## config.mk

```make
export PLATFORM = sky130hd
export DESIGN_NAME = hline_gen
export DESIGN_NICKNAME = d
export VERILOG_FILES = /design/src/rtl/hline_pkg.sv /design/src/rtl/hline_ring.sv /design/src/rtl/hline_taps.sv /design/src/rtl/hline_gen.sv
export SDC_FILE = /design/constraint.sdc
export NUM_CORES = 1
export LEC_CHECK = 0
export ABC_CLOCK_PERIOD_IN_PS = 900
export BUFFER_PORTS_ARGS = -buffer_cell sky130_fd_sc_hd__buf_4
export CORE_ASPECT_RATIO = 1.4
export CORE_MARGIN = 2
export CORE_UTILIZATION = 50
export CTS_BUF_LIST = sky130_fd_sc_hd__clkbuf_4 sky130_fd_sc_hd__clkbuf_8
export CTS_CLUSTER_DIAMETER = 30
export DETAILED_ROUTE_END_ITERATION = 8
export GPL_ROUTABILITY_DRIVEN = 0
export PLACE_DENSITY = 0.67
export SYNTH_ARGS = -nofsm -noshare
export SYNTH_HDL_FRONTEND = slang
export SYNTH_HIERARCHICAL = 1
export SYNTH_SLANG_ARGS = --single-unit
```

## constraint.sdc

```tcl
create_clock -name clk -period 0.9 [get_ports clk]
set_input_delay 0.18 -clock clk [delete_from_list [all_inputs] [get_ports clk]]
set_output_delay 0.18 -clock clk [all_outputs]
set_load 0.05 [all_outputs]
```

## src/rtl/hline_pkg.sv

```systemverilog
package hline_pkg;

    // Default scanline geometry, in time units
    localparam int unsigned LINE_UNITS_D  = 32;
    localparam int unsigned SYNC_UNITS_D  = 4;
    localparam int unsigned FRONT_UNITS_D = 1;
    localparam int unsigned BACK_UNITS_D  = 2;
    localparam int unsigned SYNC_START_D  = 2;

    // Bundle of the timing outputs
    typedef struct packed {
        logic hsync_n;
        logic hblank;
        logic line_start;
    } hline_out_t;

    // Whether unit u falls inside the sync window
    function automatic logic in_sync(input int unsigned u,
                                     input int unsigned start,
                                     input int unsigned width);
        return (u >= start) && (u < start + width);
    endfunction

endpackage

```

## src/rtl/hline_ring.sv

```systemverilog
module hline_ring #(
    parameter int unsigned LEN        = 32,
    parameter int unsigned SYNC_START = 2,
    parameter int unsigned SYNC_UNITS = 4
) (
    input  logic           clk,
    input  logic           rst,
    input  logic           rot_en,
    output logic [LEN-1:0] stages
);
    import hline_pkg::*;

    // Stage LEN-1 is the output; it holds unit 0 after reset
    logic [LEN-1:0] preload;

    generate
        for (genvar i = 0; i < LEN; i++) begin : g_pre
            assign preload[i] = in_sync(LEN - 1 - i, SYNC_START, SYNC_UNITS);
        end
    endgenerate

    always_ff @(posedge clk) begin
        if (rst) begin
            stages <= preload;
        end else if (rot_en) begin
            stages <= {stages[LEN-2:0], stages[LEN-1]};
        end
    end

endmodule

```

## src/rtl/hline_taps.sv

```systemverilog
module hline_taps #(
    parameter int unsigned LEN         = 32,
    parameter int unsigned FRONT_UNITS = 1,
    parameter int unsigned BACK_UNITS  = 2
) (
    input  logic                  rst,
    input  logic                  unit_tick,
    input  logic [LEN-1:0]        stages,
    output hline_pkg::hline_out_t tim
);
    localparam int unsigned OUT_IDX   = LEN - 1;
    localparam int unsigned AHEAD_IDX = LEN - 1 - FRONT_UNITS;
    localparam int unsigned BEHIND_IDX = BACK_UNITS - 1;
    localparam int unsigned NEXT_IDX  = LEN - 2;

    always_comb begin
        tim.hsync_n    = ~stages[OUT_IDX];
        tim.hblank     = stages[AHEAD_IDX] | stages[BEHIND_IDX];
        tim.line_start = unit_tick & ~rst & stages[NEXT_IDX] & ~stages[OUT_IDX];
    end

endmodule

```

## src/rtl/hline_gen.sv

```systemverilog
module hline_gen #(
    parameter int unsigned LINE_UNITS  = hline_pkg::LINE_UNITS_D,
    parameter int unsigned SYNC_UNITS  = hline_pkg::SYNC_UNITS_D,
    parameter int unsigned FRONT_UNITS = hline_pkg::FRONT_UNITS_D,
    parameter int unsigned BACK_UNITS  = hline_pkg::BACK_UNITS_D,
    parameter int unsigned SYNC_START  = hline_pkg::SYNC_START_D
) (
    input  logic clk,
    input  logic rst,
    input  logic unit_tick,
    output logic hsync_n,
    output logic hblank,
    output logic line_start
);
    import hline_pkg::*;

    logic [LINE_UNITS-1:0] stages;
    hline_out_t            tim;

    hline_ring #(
        .LEN        (LINE_UNITS),
        .SYNC_START (SYNC_START),
        .SYNC_UNITS (SYNC_UNITS)
    ) u_ring (
        .clk    (clk),
        .rst    (rst),
        .rot_en (unit_tick),
        .stages (stages)
    );

    hline_taps #(
        .LEN         (LINE_UNITS),
        .FRONT_UNITS (FRONT_UNITS),
        .BACK_UNITS  (BACK_UNITS)
    ) u_taps (
        .rst       (rst),
        .unit_tick (unit_tick),
        .stages    (stages),
        .tim       (tim)
    );

    assign hsync_n    = tim.hsync_n;
    assign hblank     = tim.hblank;
    assign line_start = tim.line_start;

endmodule

```

==> impl_metrics.yaml, run 1 <==
run_status:
  status: "finished, violations left"
  violations: "negative setup slack"
clocking:
  clock_latency_ns: 0.32
  post-cts-setup-buffer-count: 0
  cts_tree: "built"
  cts_buffers: 5
  cts_sinks: 32
  clockRootBuffer: "clkbuf_4"
  clkTransAtPathRegs_ns: 0.09
  clockBufferDepth: 2
  htreeDepth: 2
place:
  post-place-cells: 133
  io_buffer_count: 5
  place_hpwl_um: 1050
cells_and_area:
  top_register: "u_ring/stages"
  fillers: 209
  syn2layout_area_growth_pct: 12.8
  fin_nets: 121
  largest_reg_flops: 32
  reg.largest.list: "u_ring/stages: 32 flops"
  drive_gt1_frac: 0.202
  diodes: 0
  final_cells: 141
worst_setup_path:
  path_class: "register to output pin"
  worstPathArrival_ns: 1.08
  regToRegSetupSlack_ns: 0.13
  cp_max_fo: 2
  r2r-end: "u_ring/stages[26]$_SDFFE_PP1P_"
  startpoint_type: "register"
  cp_slowest_stage_delay_ns: 0.32
  crit_path_end_kind: "output pin"
  reg2regPathDepth: 2
  path_cells: "and4bb_4 > buf_8"
  cp_slowest_cell: "dfxtp_1"
  required_ns: 0.72
  r2r_start: "u_ring/stages[26]$_SDFFE_PP1P_"
floorplan:
  start_util: 0.535
  die_x_um: 45.3
  die-area_um2: 2800
  ios: 6
  rows: 20
  die_y_um: 61.8
  coreArea_um2: 2230
synthesis:
  yosysSeqAreaShare: 0.537
  synthTopCellsByArea: "dfxtp_1 (54%), mux2i_1 (24%), nor2_1 (8.8%)"
  yosysWarnings: 6
  synth_top_area_frac: 0.537
  syn_area_um2: 1190
  avgSynthCellArea_um2: 11.2
  ys_types: 12
  synthCells: 106
  synth_nets: 109
  yosysTopAreaCell: "dfxtp_1"
  ys_ff_latch: 32
sta:
  slew_headroom: 0.872
  period_share: 1.40
  finalWorstSetupSlack_ns: -0.360
  skew_ns: 0.00396
  setup_violations: 3
  fmax_mhz: 794
  post-route-min-period_ns: 1.26
  worst_pin_slew_ns: 0.192
  slew_viol_final: 0
  holdWs_ns: 0.266
  rsz0062_at_grt: "yes"
  hold_violations: 0
grt:
  first_global_vias: 684
  track_usage: 0.153
  globalRouteOverflowTotal: 0
  grt_pass1_wl_um: 2840
  grt_max_degree: 23
  antenna_found_initial: 0
route:
  routed_via_density: 5.13
  drt_first_pass_iters: 4
  vias: 724
  drtIter0Drc: 13
  ant_nets: 0
  finalWirelength_um: 1580
  drc_errors: 0
  wl_per_cell_um: 11.2
power_and_ir_drop:
  ir_worst_vdd_uv: 1820
  powerDensity_nw_per_um2: 1890
  leakagePower_nw: 0.610
min_path:
  whs_path_depth: 3
  hp-start: "rst"
  min_to: "u_ring/stages[11]$_SDFFE_PP0P_"
  hold_class: "primary input to register"
run:
  drv_cap: 0
stage by stage:
step	area, um2	utilization	power, mW	setup TNS [ns]	setup WS [ns]
2_1_floorplan	1200	-	1.64	0	0.00425
3_3_place_gp	1250	0.563	1.68	-0.0964	-0.0618
3_5_place_dp	1250	0.563	1.68	-0.119	-0.0702
4_1_cts	1340	0.603	2.60	-1.04	-0.395
5_1_grt	1350	0.604	2.66	-1.14	-0.427
6_report	1350	0.604	2.54	-0.945	-0.360
final cells by class:
type,count,area [um2],share of cell area
Sequential cell,32,643,0.478
Timing Repair Buffer,12,134,0.0995
Inverter,1,3.75,0.00279
Multi-Input combinational cell,66,470,0.350
Clock buffer,8,66.3,0.0493
Tap cell,22,27.5,0.0205
power by group:
part           internal [mW]  switching (mW)  leakage [nW]
clock network          0.445           0.432        0.0394
registers               1.44          0.0106         0.260
logic                  0.105           0.107         0.310
repair_timing:
item	4_1_cts	5_1_grt
hold buffers	0	0
endpoints found under the setup margin	3	3
resized for setup	7	1
cells in the final DEF (no fill, tap or decap):
cell type	count
or2_4	1
mux2i_1	28
dfxtp_1	30
buf_8	2
dfxtp_2	2
and4bb_4	1
clkbuf_4	7
buf_4	7
nor2_1	28
a211o_1	4
inv_1	1
nor2b_1	4
buf_6	1
clkbuf_8	1
buf_12	2
layer usage:
metal,wire length [um],track usage
met1,698,0.152
met2,789,0.237
met3,70,0.0954
met4,19,0.101
met5,0,0
synth_stat cells:
| library cell | count |
|---|---|
| nor2b_1 | 4 |
| buf_6 | 1 |
| buf_2 | 1 |
| and4bb_2 | 1 |
| mux2i_1 | 28 |
| or2_2 | 1 |
| nor2_1 | 28 |
| inv_1 | 1 |
| buf_12 | 3 |
| a211o_1 | 4 |
| dfxtp_1 | 32 |
| clkbuf_1 | 2 |
worst max-delay path by stage:
stage                     slack, ns                            from  cells past startpoint          to
after floorplan               0.004  u_ring/stages[31]$_SDFFE_PP0P_                      1  line_start
after global placement        -0.06                             rst                      3  line_start
after detailed placement      -0.07                             rst                      3  line_start
after CTS                     -0.39  u_ring/stages[31]$_SDFFE_PP0P_                      2  line_start
after global routing          -0.43  u_ring/stages[31]$_SDFFE_PP0P_                      2  line_start
final                         -0.36  u_ring/stages[31]$_SDFFE_PP0P_                      2  line_start
kinds of logic (layout without fill, tap and decap cells):
| kind of cell | count (synthesis) | in the layout | synth area share |
|---|---|---|---|
| mux | 28 | 28 | 0.235 |
| compound gates | 4 | 4 | 0.0294 |
| simple gates | 34 | 34 | 0.125 |
| buf+inv | 8 | 21 | 0.0734 |
| flops | 32 | 32 | 0.537 |
worst max-delay path: cells and delay by family, from the launching register on:
family	cells	cell delay (ns)
buf+inv	1	0.14
flops	1	0.32
simple gates	1	0.30
No activity file was read; power rests on OpenSTA's default activity.
==> run 2, diff against run 1 <==
--- a/config.mk
+++ b/config.mk
@@ -7,11 +7,11 @@
 export LEC_CHECK = 0
 export ABC_CLOCK_PERIOD_IN_PS = 900
 export BUFFER_PORTS_ARGS = -buffer_cell sky130_fd_sc_hd__buf_4
-export CORE_ASPECT_RATIO = 1.4
 export CORE_MARGIN = 2
 export CORE_UTILIZATION = 50
 export CTS_BUF_LIST = sky130_fd_sc_hd__clkbuf_4 sky130_fd_sc_hd__clkbuf_8
 export CTS_CLUSTER_DIAMETER = 30
+export CTS_CLUSTER_SIZE = 24
 export DETAILED_ROUTE_END_ITERATION = 8
 export GPL_ROUTABILITY_DRIVEN = 0
 export PLACE_DENSITY = 0.67
==> run 2 against run 1 <==
The flow still finishes with violations (negative setup slack); critical endpoint unchanged; first-iteration DRC count down 85%; clock skew increased by 0.0038 ns; count of clock-buffer cells in the layout shrank 2; combinational power about the same; register-to-register slack hardly changed; non-clock buffer count stayed put; critical path depth stayed put.
==> impl_metrics.yaml, run 2 (same netlist as run 1, synthesis figures left out) <==
clocking:
  cts_sinks: 32
  clockBufferDepth: 2
  clkTransAtPathRegs_ns: 0.10
  ctsHoldBuffers: 0
  cts_buffers: 5
  htreeDepth: 2
  cts_tree: "built"
  clockRootBuffer: "clkbuf_4"
  clock_latency_ns: 0.32
grt:
  first_global_vias: 711
  grt_pass1_wl_um: 2940
  track_usage: 0.153
  globalRouteOverflowTotal: 0
  grt_max_degree: 23
  antenna_found_initial: 0
floorplan:
  rows: 17
  start_util: 0.534
  ios: 6
  die-area_um2: 2790
  die_y_um: 52.8
  die_x_um: 52.8
  coreArea_um2: 2230
cells_and_area:
  fin_nets: 121
  diodes: 0
  final_cell_mix: "dfxtp_1 (31), mux2i_1 (28), nor2_1 (28)"
  fillers: 197
  mostFrequentLayoutCell: "dfxtp_1"
  ff_latch_area_um2: 642
  largest_reg_flops: 32
  reg.largest.list: "u_ring/stages: 32 flops"
  final_cells: 147
  drive_gt1_frac: 0.193
  multi_input_area_um2: 470
  syn2layout_area_growth_pct: 12.9
  top_register: "u_ring/stages"
min_path:
  hold_class: "primary input to register"
  min_to: "u_ring/stages[29]$_SDFFE_PP1P_"
  whs_path_depth: 2
  hp-start: "unit_tick"
worst_setup_path:
  regToRegSetupSlack_ns: 0.13
  required_ns: 0.72
  crit_path_end_kind: "output pin"
  r2r-end: "u_ring/stages[27]$_SDFFE_PP1P_"
  reg2regPathDepth: 2
  path_class: "register to output pin"
  r2r_start: "u_ring/stages[27]$_SDFFE_PP1P_"
  cp_max_fo: 2
  worstPathArrival_ns: 1.07
  startpoint_type: "register"
sta:
  slew_viol_final: 0
  setup_violations: 3
  skew_ns: 0.00774
  hold_violations: 0
  period_share: 1.39
  post-route-min-period_ns: 1.25
  finalWorstSetupSlack_ns: -0.353
  rsz0062_at_grt: "yes"
  fmax_mhz: 798
  worst_pin_slew_ns: 0.209
  slew_headroom: 0.861
power_and_ir_drop:
  power_mw: 2.49
  ir_worst_vdd_uv: 1220
  leakagePower_nw: 0.608
  powerDensity_nw_per_um2: 1850
run_status:
  violations: "negative setup slack"
  status: "finished, violations left"
route:
  drtIter0Drc: 2
  ant_nets: 0
  routed_via_density: 4.93
  drt_first_pass_iters: 4
  wl_per_cell_um: 10.9
  vias: 725
  drc_errors: 0
  finalWirelength_um: 1600
place:
  place_hpwl_um: 1080
  post-place-cells: 139
  io_buffer_count: 5
run:
  drv_cap: 0
run 2: worst max-delay path, stage by stage, from the launching register on:
cell and delay (ns):
dfxtp_1 0.32, and4bb_4 0.29, buf_8 0.14
run 2: final cells by class:
| cell class | instances | area share |
|---|---|---|
| multi-input combinational | 66 | 0.349 |
| sequential | 32 | 0.477 |
| clock inverter | 2 | 0.00743 |
| timing repair buffer | 12 | 0.0994 |
| inverter | 1 | 0.00279 |
| tap | 28 | 0.0260 |
| clock buffer | 6 | 0.0381 |
run 2: worst max path at each step:
stage                     slack, ns         end                            from  cells after the start
after detailed placement      -0.06  line_start                             rst                      3
after global routing          -0.41  line_start  u_ring/stages[31]$_SDFFE_PP0P_                      2
after global placement        -0.06  line_start                             rst                      3
after floorplan               0.004  line_start  u_ring/stages[31]$_SDFFE_PP0P_                      1
after CTS                     -0.38  line_start  u_ring/stages[31]$_SDFFE_PP0P_                      2
final                         -0.35  line_start  u_ring/stages[31]$_SDFFE_PP0P_                      2
run 2: power breakdown:
part	switching, mW	leakage [nW]	total (mW)	internal, mW
Combinational	0.106	0.310	0.210	0.104
Sequential	0.0112	0.259	1.45	1.44
Clock	0.461	0.0380	0.833	0.371
Total	0.579	0.608	2.49	1.91
run 2: layer usage:
layer	global-route usage	vias to the layer above	routed length, um
met4	0.115	0	31
li1	-	378	-
met3	0.0600	4	37
met2	0.254	7	813
met1	0.152	336	715
met5	0	-	0
run 2: what timing repair did:
| item | 4_1_cts | 5_1_grt |
|---|---|---|
| resized for setup | 7 | 0 |
| setup buffers | 0 | 0 |
| setup endpoints to repair | 3 | 3 |
| pin swaps | 0 | 0 |
run 2: through the flow:
stage	TNS [ns]	setup slack, ns	hold slack, ns	util	area (um2)
2_1_floorplan	0	0.00425	0.279	-	1200
3_3_place_gp	-0.116	-0.0615	0.436	0.565	1260
3_5_place_dp	-0.131	-0.0645	0.443	0.565	1260
4_1_cts	-1.02	-0.379	0.146	0.603	1350
5_1_grt	-1.11	-0.407	0.157	0.603	1350
6_report	-0.946	-0.353	0.160	0.603	1350
